## src/rtl/sar_host_pkg.sv

```systemverilog
package sar_host_pkg;

    typedef enum logic [2:0] {
        H_UNCAL,
        H_CAL,
        H_READY,
        H_ACQ,
        H_GAP,
        H_CONV
    } host_state_e;

    typedef enum logic [1:0] {
        C_IDLE,
        C_PULSE,
        C_WAIT
    } cal_state_e;

endpackage

```

## src/rtl/sar_cal_seq.sv

```systemverilog
module sar_cal_seq
    import sar_host_pkg::*;
#(
    parameter int CAL_PULSE   = 4,
    parameter int CAL_TIMEOUT = 120000
) (
    input  logic clk,
    input  logic rst_n,
    input  logic go_i,
    input  logic busy_i,
    output logic cal_o,
    output logic wait_o,
    output logic done_o,
    output logic fail_o,
    output logic err_o
);
    localparam int LIMIT = (CAL_TIMEOUT > CAL_PULSE) ? CAL_TIMEOUT : CAL_PULSE;
    localparam int TW    = $clog2(LIMIT + 1);

    typedef struct packed {
        cal_state_e      st;
        logic [TW-1:0]   cnt;
        logic            cal;
        logic            err;
    } cal_regs_t;

    cal_regs_t q, d;

    always_comb begin
        d      = q;
        done_o = 1'b0;
        fail_o = 1'b0;
        if (go_i) begin
            d.st  = C_PULSE;
            d.cnt = '0;
            d.cal = 1'b1;
            d.err = 1'b0;
        end else begin
            case (q.st)
                C_PULSE: begin
                    if (q.cnt == TW'(CAL_PULSE - 1)) begin
                        d.st  = C_WAIT;
                        d.cnt = '0;
                        d.cal = 1'b0;
                    end else begin
                        d.cnt = q.cnt + 1'b1;
                    end
                end
                C_WAIT: begin
                    if (!busy_i) begin
                        d.st   = C_IDLE;
                        done_o = 1'b1;
                    end else if (q.cnt == TW'(CAL_TIMEOUT - 1)) begin
                        d.st   = C_IDLE;
                        d.err  = 1'b1;
                        fail_o = 1'b1;
                    end else begin
                        d.cnt = q.cnt + 1'b1;
                    end
                end
                default: d.st = C_IDLE;
            endcase
        end
    end

    always_ff @(posedge clk) begin
        if (!rst_n) begin
            q.st  <= C_IDLE;
            q.cnt <= '0;
            q.cal <= 1'b0;
            q.err <= 1'b0;
        end else begin
            q <= d;
        end
    end

    assign cal_o  = q.cal;
    assign wait_o = (q.st == C_WAIT);
    assign err_o  = q.err;

    // an error flag survives until a new request
    p_err_sticky_r4: assert property (@(posedge clk) disable iff (!rst_n)
        (err_o && !go_i) |=> err_o);

    // calibrate line is released before waiting on busy
    p_no_cal_in_wait_r2: assert property (@(posedge clk) disable iff (!rst_n)
        wait_o |-> !cal_o);

endmodule

```

## src/rtl/sar_clk_burst.sv

```systemverilog
module sar_clk_burst #(
    parameter int CNT_W  = 16,
    parameter int PULSES = 17
) (
    input  logic                      clk,
    input  logic                      rst_n,
    input  logic                      go_i,
    input  logic                      free_i,
    input  logic                      abort_i,
    input  logic [CNT_W-1:0]          half_len_i,
    output logic                      cclk_o,
    output logic                      active_o,
    output logic                      fall_o,
    output logic                      last_rise_o,
    output logic                      done_o,
    output logic [$clog2(PULSES)-1:0] idx_o
);
    localparam int IDX_W = $clog2(PULSES);

    typedef struct packed {
        logic             active;
        logic             high;
        logic             free;
        logic [CNT_W-1:0] cnt;
        logic [IDX_W-1:0] idx;
    } burst_regs_t;

    burst_regs_t      q, d;
    logic [CNT_W-1:0] half_m1;
    logic             phase_end;

    assign half_m1   = (half_len_i == '0) ? '0 : half_len_i - 1'b1;
    assign phase_end = q.active && (q.cnt >= half_m1);

    always_comb begin
        d = q;
        if (abort_i) begin
            d.active = 1'b0;
            d.high   = 1'b0;
            d.free   = 1'b0;
            d.cnt    = '0;
            d.idx    = '0;
        end else if (!q.active) begin
            if (go_i || free_i) begin
                d.active = 1'b1;
                d.high   = 1'b1;
                d.free   = free_i;
                d.cnt    = '0;
                d.idx    = '0;
            end
        end else if (phase_end) begin
            d.cnt = '0;
            if (q.high) begin
                d.high = 1'b0;
            end else if (q.free) begin
                if (free_i) d.high   = 1'b1;
                else        d.active = 1'b0;
            end else if (q.idx == IDX_W'(PULSES - 1)) begin
                d.active = 1'b0;
            end else begin
                d.idx  = q.idx + 1'b1;
                d.high = 1'b1;
            end
        end else begin
            d.cnt = q.cnt + 1'b1;
        end
    end

    always_ff @(posedge clk) begin
        if (!rst_n) begin
            q.active <= 1'b0;
            q.high   <= 1'b0;
            q.free   <= 1'b0;
            q.cnt    <= '0;
            q.idx    <= '0;
        end else begin
            q <= d;
        end
    end

    assign cclk_o      = q.high;
    assign active_o    = q.active;
    assign idx_o       = q.idx;
    assign fall_o      = phase_end && !q.free && q.high;
    assign last_rise_o = phase_end && !q.free && !q.high && (q.idx == IDX_W'(PULSES - 2));
    assign done_o      = phase_end && !q.free && !q.high && (q.idx == IDX_W'(PULSES - 1));

    // a counted burst only stops after its final pulse
    p_burst_full_r7: assert property (@(posedge clk) disable iff (!rst_n)
        (!q.active && $past(q.active) && !$past(q.free) && !$past(abort_i))
        |-> ($past(q.idx) == IDX_W'(PULSES - 1)));

    // clock stays low whenever no burst is running
    p_clk_idle_low_r7: assert property (@(posedge clk) disable iff (!rst_n)
        !active_o |-> !cclk_o);

endmodule

```

## src/rtl/sar_shift_rx.sv

```systemverilog
module sar_shift_rx #(
    parameter int DATA_W = 16
) (
    input  logic                     clk,
    input  logic                     rst_n,
    input  logic                     shift_i,
    input  logic                     last_i,
    input  logic                     sdata_i,
    output logic signed [DATA_W-1:0] data_o,
    output logic                     valid_o
);
    typedef struct packed {
        logic [DATA_W-2:0] sh;
        logic [DATA_W-1:0] data;
        logic              valid;
    } rx_regs_t;

    rx_regs_t q, d;

    always_comb begin
        d       = q;
        d.valid = 1'b0;
        if (shift_i) begin
            d.sh = {q.sh[DATA_W-3:0], sdata_i};
            if (last_i) begin
                d.data  = {q.sh, sdata_i};
                d.valid = 1'b1;
            end
        end
    end

    always_ff @(posedge clk) begin
        if (!rst_n) begin
            q.sh    <= '0;
            q.data  <= '0;
            q.valid <= 1'b0;
        end else begin
            q <= d;
        end
    end

    assign data_o  = q.data;
    assign valid_o = q.valid;

    // the strobe is a single cycle wide
    p_valid_single_r8: assert property (@(posedge clk) disable iff (!rst_n)
        valid_o |=> !valid_o);

endmodule

```

## src/rtl/sar_adc_host.sv

```systemverilog
module sar_adc_host
    import sar_host_pkg::*;
#(
    parameter int DATA_W      = 16,
    parameter int CNT_W       = 16,
    parameter int CAL_PULSE   = 4,
    parameter int CAL_TIMEOUT = 120000
) (
    input  logic                     clk,
    input  logic                     rst_n,
    input  logic                     start_i,
    input  logic                     cont_i,
    input  logic                     cal_req_i,
    input  logic                     busy_i,
    input  logic                     sdata_i,
    input  logic [CNT_W-1:0]         acq_len_i,
    input  logic [CNT_W-1:0]         gap_len_i,
    input  logic [CNT_W-1:0]         half_len_i,
    output logic                     sample_o,
    output logic                     cclk_o,
    output logic                     cal_o,
    output logic signed [DATA_W-1:0] result_o,
    output logic                     result_valid_o,
    output logic                     cal_err_o
);
    localparam int PULSES = DATA_W + 1;
    localparam int IDX_W  = $clog2(PULSES);

    typedef struct packed {
        host_state_e      st;
        logic [CNT_W-1:0] cnt;
        logic             sample;
    } host_regs_t;

    host_regs_t       q, d;
    logic             cal_go, cal_wait, cal_done, cal_fail;
    logic             burst_go, abort;
    logic             b_active, b_fall, b_last_rise, b_done;
    logic [IDX_W-1:0] b_idx;
    logic [CNT_W-1:0] acq_m1, gap_m1;

    assign acq_m1 = (acq_len_i == '0) ? '0 : acq_len_i - 1'b1;
    assign gap_m1 = (gap_len_i == '0) ? '0 : gap_len_i - 1'b1;

    always_comb begin
        d        = q;
        cal_go   = 1'b0;
        abort    = 1'b0;
        burst_go = 1'b0;
        if (cal_req_i && q.st != H_CAL) begin
            cal_go   = 1'b1;
            abort    = 1'b1;
            d.st     = H_CAL;
            d.sample = 1'b0;
            d.cnt    = '0;
        end else begin
            case (q.st)
                H_UNCAL: d = q;
                H_CAL: begin
                    if (cal_done)      d.st = H_READY;
                    else if (cal_fail) d.st = H_UNCAL;
                end
                H_READY: begin
                    if ((start_i || cont_i) && !busy_i && !b_active) begin
                        d.st     = H_ACQ;
                        d.sample = 1'b1;
                        d.cnt    = '0;
                    end
                end
                H_ACQ: begin
                    if (q.cnt >= acq_m1) begin
                        d.st     = H_GAP;
                        d.sample = 1'b0;
                        d.cnt    = '0;
                    end else begin
                        d.cnt = q.cnt + 1'b1;
                    end
                end
                H_GAP: begin
                    if (q.cnt >= gap_m1) begin
                        burst_go = 1'b1;
                        d.st     = H_CONV;
                        d.cnt    = '0;
                    end else begin
                        d.cnt = q.cnt + 1'b1;
                    end
                end
                H_CONV: begin
                    if (b_last_rise && cont_i) begin
                        d.sample = 1'b1;
                        d.cnt    = '0;
                    end else if (q.sample && q.cnt < acq_m1) begin
                        d.cnt = q.cnt + 1'b1;
                    end
                    if (b_done) d.st = q.sample ? H_ACQ : H_READY;
                end
                default: d.st = H_UNCAL;
            endcase
        end
    end

    always_ff @(posedge clk) begin
        if (!rst_n) begin
            q.st     <= H_UNCAL;
            q.cnt    <= '0;
            q.sample <= 1'b0;
        end else begin
            q <= d;
        end
    end

    assign sample_o = q.sample;

    sar_cal_seq #(
        .CAL_PULSE  (CAL_PULSE),
        .CAL_TIMEOUT(CAL_TIMEOUT)
    ) u_cal (
        .clk   (clk),
        .rst_n (rst_n),
        .go_i  (cal_go),
        .busy_i(busy_i),
        .cal_o (cal_o),
        .wait_o(cal_wait),
        .done_o(cal_done),
        .fail_o(cal_fail),
        .err_o (cal_err_o)
    );

    sar_clk_burst #(
        .CNT_W (CNT_W),
        .PULSES(PULSES)
    ) u_burst (
        .clk        (clk),
        .rst_n      (rst_n),
        .go_i       (burst_go),
        .free_i     (cal_wait),
        .abort_i    (abort),
        .half_len_i (half_len_i),
        .cclk_o     (cclk_o),
        .active_o   (b_active),
        .fall_o     (b_fall),
        .last_rise_o(b_last_rise),
        .done_o     (b_done),
        .idx_o      (b_idx)
    );

    sar_shift_rx #(
        .DATA_W(DATA_W)
    ) u_rx (
        .clk    (clk),
        .rst_n  (rst_n),
        .shift_i(b_fall && (b_idx != '0)),
        .last_i (b_idx == IDX_W'(PULSES - 1)),
        .sdata_i(sdata_i),
        .data_o (result_o),
        .valid_o(result_valid_o)
    );

    // no sampling before a good calibration
    p_uncal_idle_r1: assert property (@(posedge clk) disable iff (!rst_n)
        (q.st == H_UNCAL) |-> !sample_o);

    // sample line low through calibration
    p_cal_sample_low_r2: assert property (@(posedge clk) disable iff (!rst_n)
        (q.st == H_CAL) |-> !sample_o);

    // no clock edge during an established acquisition
    p_no_clk_in_acq_r6: assert property (@(posedge clk) disable iff (!rst_n)
        (sample_o && $past(sample_o)) |-> !$rose(cclk_o));

    // calibration request aborts a running conversion
    p_cal_abort_r10: assert property (@(posedge clk) disable iff (!rst_n)
        (cal_req_i && q.st != H_CAL) |=> (cal_o && !cclk_o && !sample_o));

endmodule

```

## config.mk

```make
export PLATFORM = sky130hd
export DESIGN_NAME = sar_adc_host
export DESIGN_NICKNAME = d
export VERILOG_FILES = /design/src/rtl/sar_host_pkg.sv /design/src/rtl/sar_cal_seq.sv /design/src/rtl/sar_clk_burst.sv /design/src/rtl/sar_shift_rx.sv /design/src/rtl/sar_adc_host.sv
export SDC_FILE = /design/constraint.sdc
export NUM_CORES = 1
export LEC_CHECK = 0
export BUFFER_PORTS_ARGS = -buffer_cell sky130_fd_sc_hd__buf_4
export CORE_ASPECT_RATIO = 1.25
export CORE_UTILIZATION = 31
export DETAILED_ROUTE_END_ITERATION = 8
export PLACE_DENSITY_LB_ADDON = 0.1
export RECOVER_POWER = 25
export SYNTH_ARGS = -nofsm -noshare
export SYNTH_HDL_FRONTEND = slang
export SYNTH_SLANG_ARGS = --single-unit
```

## constraint.sdc

```tcl
create_clock -name clk -period 7.5 [get_ports clk]
set_clock_uncertainty 0.1 [all_clocks]
set_input_delay 1.5 -clock clk [delete_from_list [all_inputs] [get_ports clk]]
set_output_delay 1.5 -clock clk [all_outputs]
set_load 0.02 [all_outputs]
```

==> results by group, run 1 <==
Outcome
  • Status: finished, violations left
  • Failing checks: capacitance limit, slew limit

Pwr
  • Int Power: 0.868 mW
  • P_leak: 3.11 nW
  • Sequential Power Share: 0.452
  • Total Power: 1.15 mW
  • Clk pwr share: 0.453
  • Comb power frac: 0.095
  • Worst VDD drop: 0.0985 mV
  • Power density over the cells: 148 nW/um^2
  • Sw Pwr: 0.279 mW
  • Switching share of total power: 0.243

Clock tree
  • CTS buffer count: 9
  • Hold_buf cts: 0
  • CTS resizes: 0
  • Post-CTS setup buffer count: 0
  • Insertion delay to the later sink of the worst-skew pair: 360 ps
  • TritonCTS clock tree: done
  • Max clock buf depth: 2
  • H-tree levels: 3
  • Clock Sinks: 97
  • Root buffer cell: clkbuf_16
  • Clk slew on worst S/H paths: 70 ps

Cells and area
  • Fillers: 2347
  • Footprint of the multi-input gates: 4520 sq um
  • Layout area overhead: 14.1%
  • Antenna diode count: 0
  • Nets: 1006
  • Fraction of layout cells with a size suffix above 1: 0.0936
  • Area occupied by registers: 1940 sq um

STA
  • Worst-margin pin slew: 2230 ps
  • Pins Over Slew Limit: 46
  • Hold Fails Final Rpt: 0
  • Max Clk Rate: 161 MHz
  • Final worst-path cycle share: 0.829
  • Min Tclk post-route: 6220 ps
  • Slew headroom: -0.488
  • RSZ-0062 raised after global routing: no
  • # setup viols final: 0
  • Setup_tns: 0 ps

Synth
  • Main combinational cell family by area after synthesis: simple AND/OR/NAND/NOR gates
  • Post-synthesis cell area: 6780 sq um
  • Synth Register Bits: 97
  • Share of flip-flops with an asynchronous set or reset: 0
  • Syn Inst Count: 848
  • Syn_area_per_cell: 7.99 sq um
  • Register area share after synthesis: 0.287
  • Number of warnings issued by yosys: 0
  • Syn Nets: 961
  • Distinct cells, synth: 59
  • Post-synth EDFFs: 0
  • Area share of the largest cell type after synthesis: 0.287
  • Area contributors post-synth: dfxtp_1, ha_1, nand2_1, mux2i_1, nor2b_1
  • XOR/XNOR share of the synthesized area: 0.0582
  • Synth Area in Compound Gates: 0.169
  • Synth Area in Adders: 0.107
  • Yosys top cell by area: dfxtp_1
  • Post-Synth Simple-Gate Area: 0.277
  • Ys flop type: dfxtp_1
  • Top-count cell post-synth: nand2_1
  • Multiplexer share of the synthesized area: 0.0548
  • Post-synth top cells: nand2_1, dfxtp_1, nor2_1

Drt
  • Post-DRT Antenna Nets: 0
  • DRC Markers: 0
  • Iter 0 DRT Violations: 291
  • Routed WL: 17.3 mm
  • Wirelength per Cell: 14.7 um
  • Drt pass-1 iters: 7
  • Vias per inst: 5.20
  • Via count: 6114

Worst setup path
  • CP Buf/Inv Count: 2
  • CP max FO: 16
  • Kind of cell adding the most delay to the critical path: compound AO/OA/AOI/OAI gates
  • Crit start category: primary input
  • CP Class: primary input to register
  • Data arrival, critical path: 6360 ps
  • CP Capture Type: register
  • Critical Path Max Stage Delay: 710 ps
  • Worst Path Required: 7650 ps
  • Slowest-stage cell, CP: o221ai_2
  • Critical Path, Cell by Cell: buf_4, or4_1, nor4_1, nor2b_1, nand2_1, nor4_1, xor2_1, nand2_1, ha_1, a21o_1, a21o_1, a221oi_1, a21oi_1, o221ai_2, o21ai_1, buf_4, o41ai_1

Global route
  • GRT overflow: 0
  • First-pass GRT wire length: 29.0 mm
  • Largest net degree at the start of global routing: 46
  • Vias in the first global route: 5869
  • Total Routing Usage GR: 0.160
  • Initial antenna violation count: 0

Placement
  • Gpl congestion: 0.743
  • # port buffers: 75
  • Hpwl dp: 13.0 mm

Floorplan
  • Die ar.: 22500 sq um
  • Initial core utilization: 0.316
  • Num ports: 76
  • Core Box Area: 21500 sq um
  • Die W: 134 um
  • Rows: 60
  • Height of the die: 167 um

Run
  • Max Cap Violations: 1

Worst hold path
  • Worst Hold Class: register to register
tightest hold or removal path: stages, from the launching register on:
cell      delay [ps]
dfxtp_1          310
nand2_1           50
a21boi_0          70
metrics by stage:
stage / setup slack, ps / utilization / hold slack [ps] / std cells / instance area, sq um
finish: 1280 / 0.360 / 380 / 1176 / 7730
global route: 761 / 0.360 / 398 / 1176 / 7730
CTS: 1330 / 0.364 / 379 / 1176 / 7820
detailed placement: 937 / 0.349 / 363 / 1161 / 7500
global placement: 1040 / 0.349 / 364 / 1161 / 7500
floorplan: 1730 / - / 343 / 848 / 6780
state kept, by name, summed over array words and instances, names as in the netlist:
name and flops:
q 19, u_rx.data_o 16, u_cal.cal_o 1, u_burst.idx_o 5, sample_o 1, u_burst.active_o 1
u_cal.err_o 1, u_burst.q 17, u_rx.q 15, u_burst.cclk_o 1, u_rx.valid_o 1, u_cal.q 19
final cells by class:
class,instances,share of cell area
Clock buffer,10,0.0309
Clock inverter,5,0.0112
Inverter,21,0.0102
Multi-Input combinational cell,683,0.584
Sequential cell,97,0.251
Tap cell,279,0.0451
Timing Repair Buffer,81,0.0675
logic make-up (layout without fill, tap and decap cells):
kind of cell    count (synthesis)  in the layout
flops                          97             97
simple gates                  375            375
fa+ha+maj                      58             58
buf+inv                        68            117
mux                            37             37
compound gates                168            168
xor+xnor                       45             45
cell usage in the layout, fill, tap and decap left out, drive strengths merged, types with 14 or more instances in the layout:
cell and n:
xnor2 17, inv 23, or3 15, a21oi 35, nand2 108, ha 58, nor2b 45, nand3 23
mux2i 36, nor3 27, buf 58, clkbuf 33, xor2 28, nor2 68, a31oi 17, and3 24
o41ai 15, o21ai 36, dfxtp 97, nand2b 14
routing by layer:
metal,global-route usage,share of wire,up-vias
met1,0.191,0.46,2838
met2,0.291,0.50,80
met5,0,0,-
met4,0.0425,0.011,0
met3,0.0294,0.030,11
li1,-,-,3185
path summary, 6_finish.rpt:
path	start	to	slack, ps	depth (start not counted)
max	half_len_i[5]	q[4]	1280	17
min	u_cal.cal_o	u_cal.cal_o	380	2
max reg2reg	q[17]	u_cal.q[17]	3130	6
min reg2reg	u_cal.cal_o	u_cal.cal_o	380	2
power by group through the flow:
stage | Combinational [mW] | Clock [mW] | Sequential [mW]
6_report | 0.108 | 0.519 | 0.519
5_1_grt | 0.123 | 0.555 | 0.519
4_1_cts | 0.111 | 0.537 | 0.519
3_5_place_dp | 0.111 | 0 | 0.531
3_3_place_gp | 0.111 | 0 | 0.531
2_1_floorplan | 0.0611 | 0 | 0.530
(Power assumes the default switching activity.)
==> run 2: changes to the inputs <==
==> constraint.sdc (replaced) <==
create_clock -name clk -period 5.4 [get_ports clk]
set_clock_uncertainty 0.1 [all_clocks]
set_input_delay 1.08 -clock clk [delete_from_list [all_inputs] [get_ports clk]]
set_output_delay 1.08 -clock clk [all_outputs]
set_load 0.02 [all_outputs]
==> results by group, run 2 (same netlist as run 1, synthesis figures left out) <==
Worst setup path
  • R2R cell count: 8 (+2)
  • Launch point of the worst path: half_len_i[5]
  • CP Class: primary input to register
  • Reg-to-Reg End: u_burst.idx_o[2]
  • CP Capture Type: register
  • R2r setup slk: 2470 ps (-660 ps)
  • Worst Path Required: 5570 ps (-2080 ps)
  • CP max FO: 4 (-12)
  • Critical R2R Launch: u_burst.q[13]
  • Crit start category: primary input
  • Data arrival, critical path: 5210 ps (-1150 ps)

Clock tree
  • TritonCTS clock tree: done
  • Clk slew on worst S/H paths: 70 ps (about the same)
  • CTS buffer count: 9 (unchanged)
  • Clock Sinks: 97 (unchanged)
  • Max clock buf depth: 2 (unchanged)
  • Post-CTS setup buffer count: 0 (unchanged)
  • Root buffer cell: clkbuf_16
  • Insertion delay to the later sink of the worst-skew pair: 350 ps (about the same)
  • H-tree levels: 3 (unchanged)

Global route
  • Vias in the first global route: 5941 (+1.2%)
  • First-pass GRT wire length: 29.4 mm (+1.2%)
  • GRT overflow: 0 (unchanged)
  • Initial antenna violation count: 0 (unchanged)
  • Total Routing Usage GR: 0.162 (+0.00168)
  • Largest net degree at the start of global routing: 45 (-2.2%)

Drt
  • Iter 0 DRT Violations: 252 (-13%)
  • DRC Markers: 0 (unchanged)
  • Wirelength per Cell: 14.3 um (-2.7%)
  • Vias per inst: 5.09 (-2.1%)
  • Via count: 6140 (+0.43%)
  • Drt pass-1 iters: 6 (-1)
  • Post-DRT Antenna Nets: 0 (unchanged)
  • Routed WL: 17.3 mm (-0.26%)

Placement
  • Placement Cell Area: 7750 sq um (+3.4%)
  • Pre-CTS WS: -111 ps (-1050 ps)
  • # port buffers: 75 (unchanged)
  • Hpwl dp: 13.3 mm (+1.8%)
  • Gpl congestion: 0.756 (+1.8%)

Pwr
  • Sw Pwr: 0.386 mW (+38%)
  • Switching share of total power: 0.251 (+0.00779)
  • P_leak: 3.24 nW (+4.3%)
  • Worst VDD drop: 0.126 mV (+28%)
  • Power density over the cells: 193 nW/um^2 (+30%)
  • Clk pwr share: 0.431 (-0.022)
  • Sequential Power Share: 0.469 (+0.017)
  • Comb power frac: 0.101 (+0.006)
  • Int Power: 1.15 mW (+33%)

Cells and area
  • Footprint of the multi-input gates: 4530 sq um (+0.22%)
  • Nets: 1035 (+2.9%)
  • Fillers: 2350 (+0.13%)
  • Core Util, Final: 0.372 (+0.0113)
  • Antenna diode count: 0 (unchanged)
  • Area occupied by registers: 1940 sq um (unchanged)
  • Layout area overhead: 17.7%
  • Commonest non-fill, non-tap cell in the layout: nand2_1
  • Fraction of layout cells with a size suffix above 1: 0.125 (+0.0315)
  • Largest registers: q: 19 flops, u_cal.q: 19 flops, u_burst.q: 17 flops
  • Post-route design area: 7980 sq um (+3.1%)
  • Most frequent cells in the layout: nand2_1, dfxtp_1, buf_4

Floorplan
  • Initial core utilization: 0.316 (unchanged)
  • Height of the die: 167 um (unchanged)
  • Rows: 60 (unchanged)
  • Die W: 134 um (unchanged)
  • Core Box Area: 21500 sq um (unchanged)
  • Die ar.: 22500 sq um (unchanged)
  • Num ports: 76 (unchanged)

Worst hold path
  • Hold Path Sink: u_cal.cal_o
  • Hold Path Depth: 2 (unchanged)
  • Worst Hold Class: register to register
  • Worst Hold Launch: u_cal.cal_o

STA
  • # setup viols final: 0 (unchanged)
  • Final worst-path cycle share: 0.933
  • Min Tclk post-route: 5040 ps
  • Worst-margin pin slew: 943 ps (-1290 ps)
  • Setup_tns: 0 ps (unchanged)
  • Slew headroom: 0.370 (+0.858)
  • Max Clk Rate: 198 MHz
  • RSZ-0062 raised after global routing: no
  • Final WS setup: 362 ps (-922 ps)
  • Hold Fails Final Rpt: 0 (unchanged)
  • Pins Over Slew Limit: 0 (-100%)

Run
  • Max Cap Violations: 0 (-1)

Outcome
  • Status: complete, no violations
[run 2: layer usage]
| metal | share of wire | vias up | track usage |
|---|---|---|---|
| met5 | 0 | - | 0 |
| met4 | 0.0099 | 0 | 0.0449 |
| met3 | 0.030 | 11 | 0.0242 |
| met2 | 0.50 | 89 | 0.289 |
| met1 | 0.46 | 2807 | 0.199 |
| li1 | - | 3233 | - |
[run 2: stage by stage]
stage | hold slack [ps] | total power, mW | instances
after global placement | 357 | 0.895 | 1190
final | 366 | 1.54 | 1206
after CTS | 373 | 1.57 | 1206
after global routing | 412 | 1.62 | 1206
after detailed placement | 362 | 0.895 | 1190
after floorplan | 343 | 0.821 | 848
[run 2: worst max path at each step]
stage                             to  slack (ps)
floorplan           u_burst.idx_o[2]          50
global placement    u_burst.idx_o[2]         -60
detailed placement  u_burst.idx_o[2]        -110
CTS                             q[3]         280
global route        u_burst.idx_o[2]          40
finish              u_burst.idx_o[2]         360
[run 2: area by class of cell]
type / count / area share
multi-input cells: 683 / 0.568
flip-flops and latches: 97 / 0.243
repair buffers: 110 / 0.0984
well taps: 279 / 0.0438
clock buffers: 11 / 0.0292
inverters: 21 / 0.00988
clock inverters: 5 / 0.00784
[run 2: power groups by stage]
stage          Combinational, mW  Sequential [mW]  Clock (mW)
2_1_floorplan             0.0848            0.736           0
3_3_place_gp               0.158            0.737           0
3_5_place_dp               0.158            0.737           0
4_1_cts                    0.158            0.720       0.691
5_1_grt                    0.176            0.721       0.719
6_report                   0.155            0.721       0.662
[run 2: worst max-delay path: stages]
cell and delay, ps:
buf_4 110, or4_1 570, nor4_2 220, nor2b_1 250
nand2_1 90, nor4_1 240, xor2_1 170, nand2_1 80
ha_1 290, nand4_1 130, or3_1 380, o32a_1 430
a21boi_2 160, or4b_4 480, or3_1 310, a211oi_1 210
[run 2: what timing repair did]
| item | 4_1_cts | 5_1_grt |
|---|---|---|
| hold buffers | 0 | 0 |
| endpoints found under the setup margin | 0 | 15 |
| gates resized for setup | 0 | 2 |
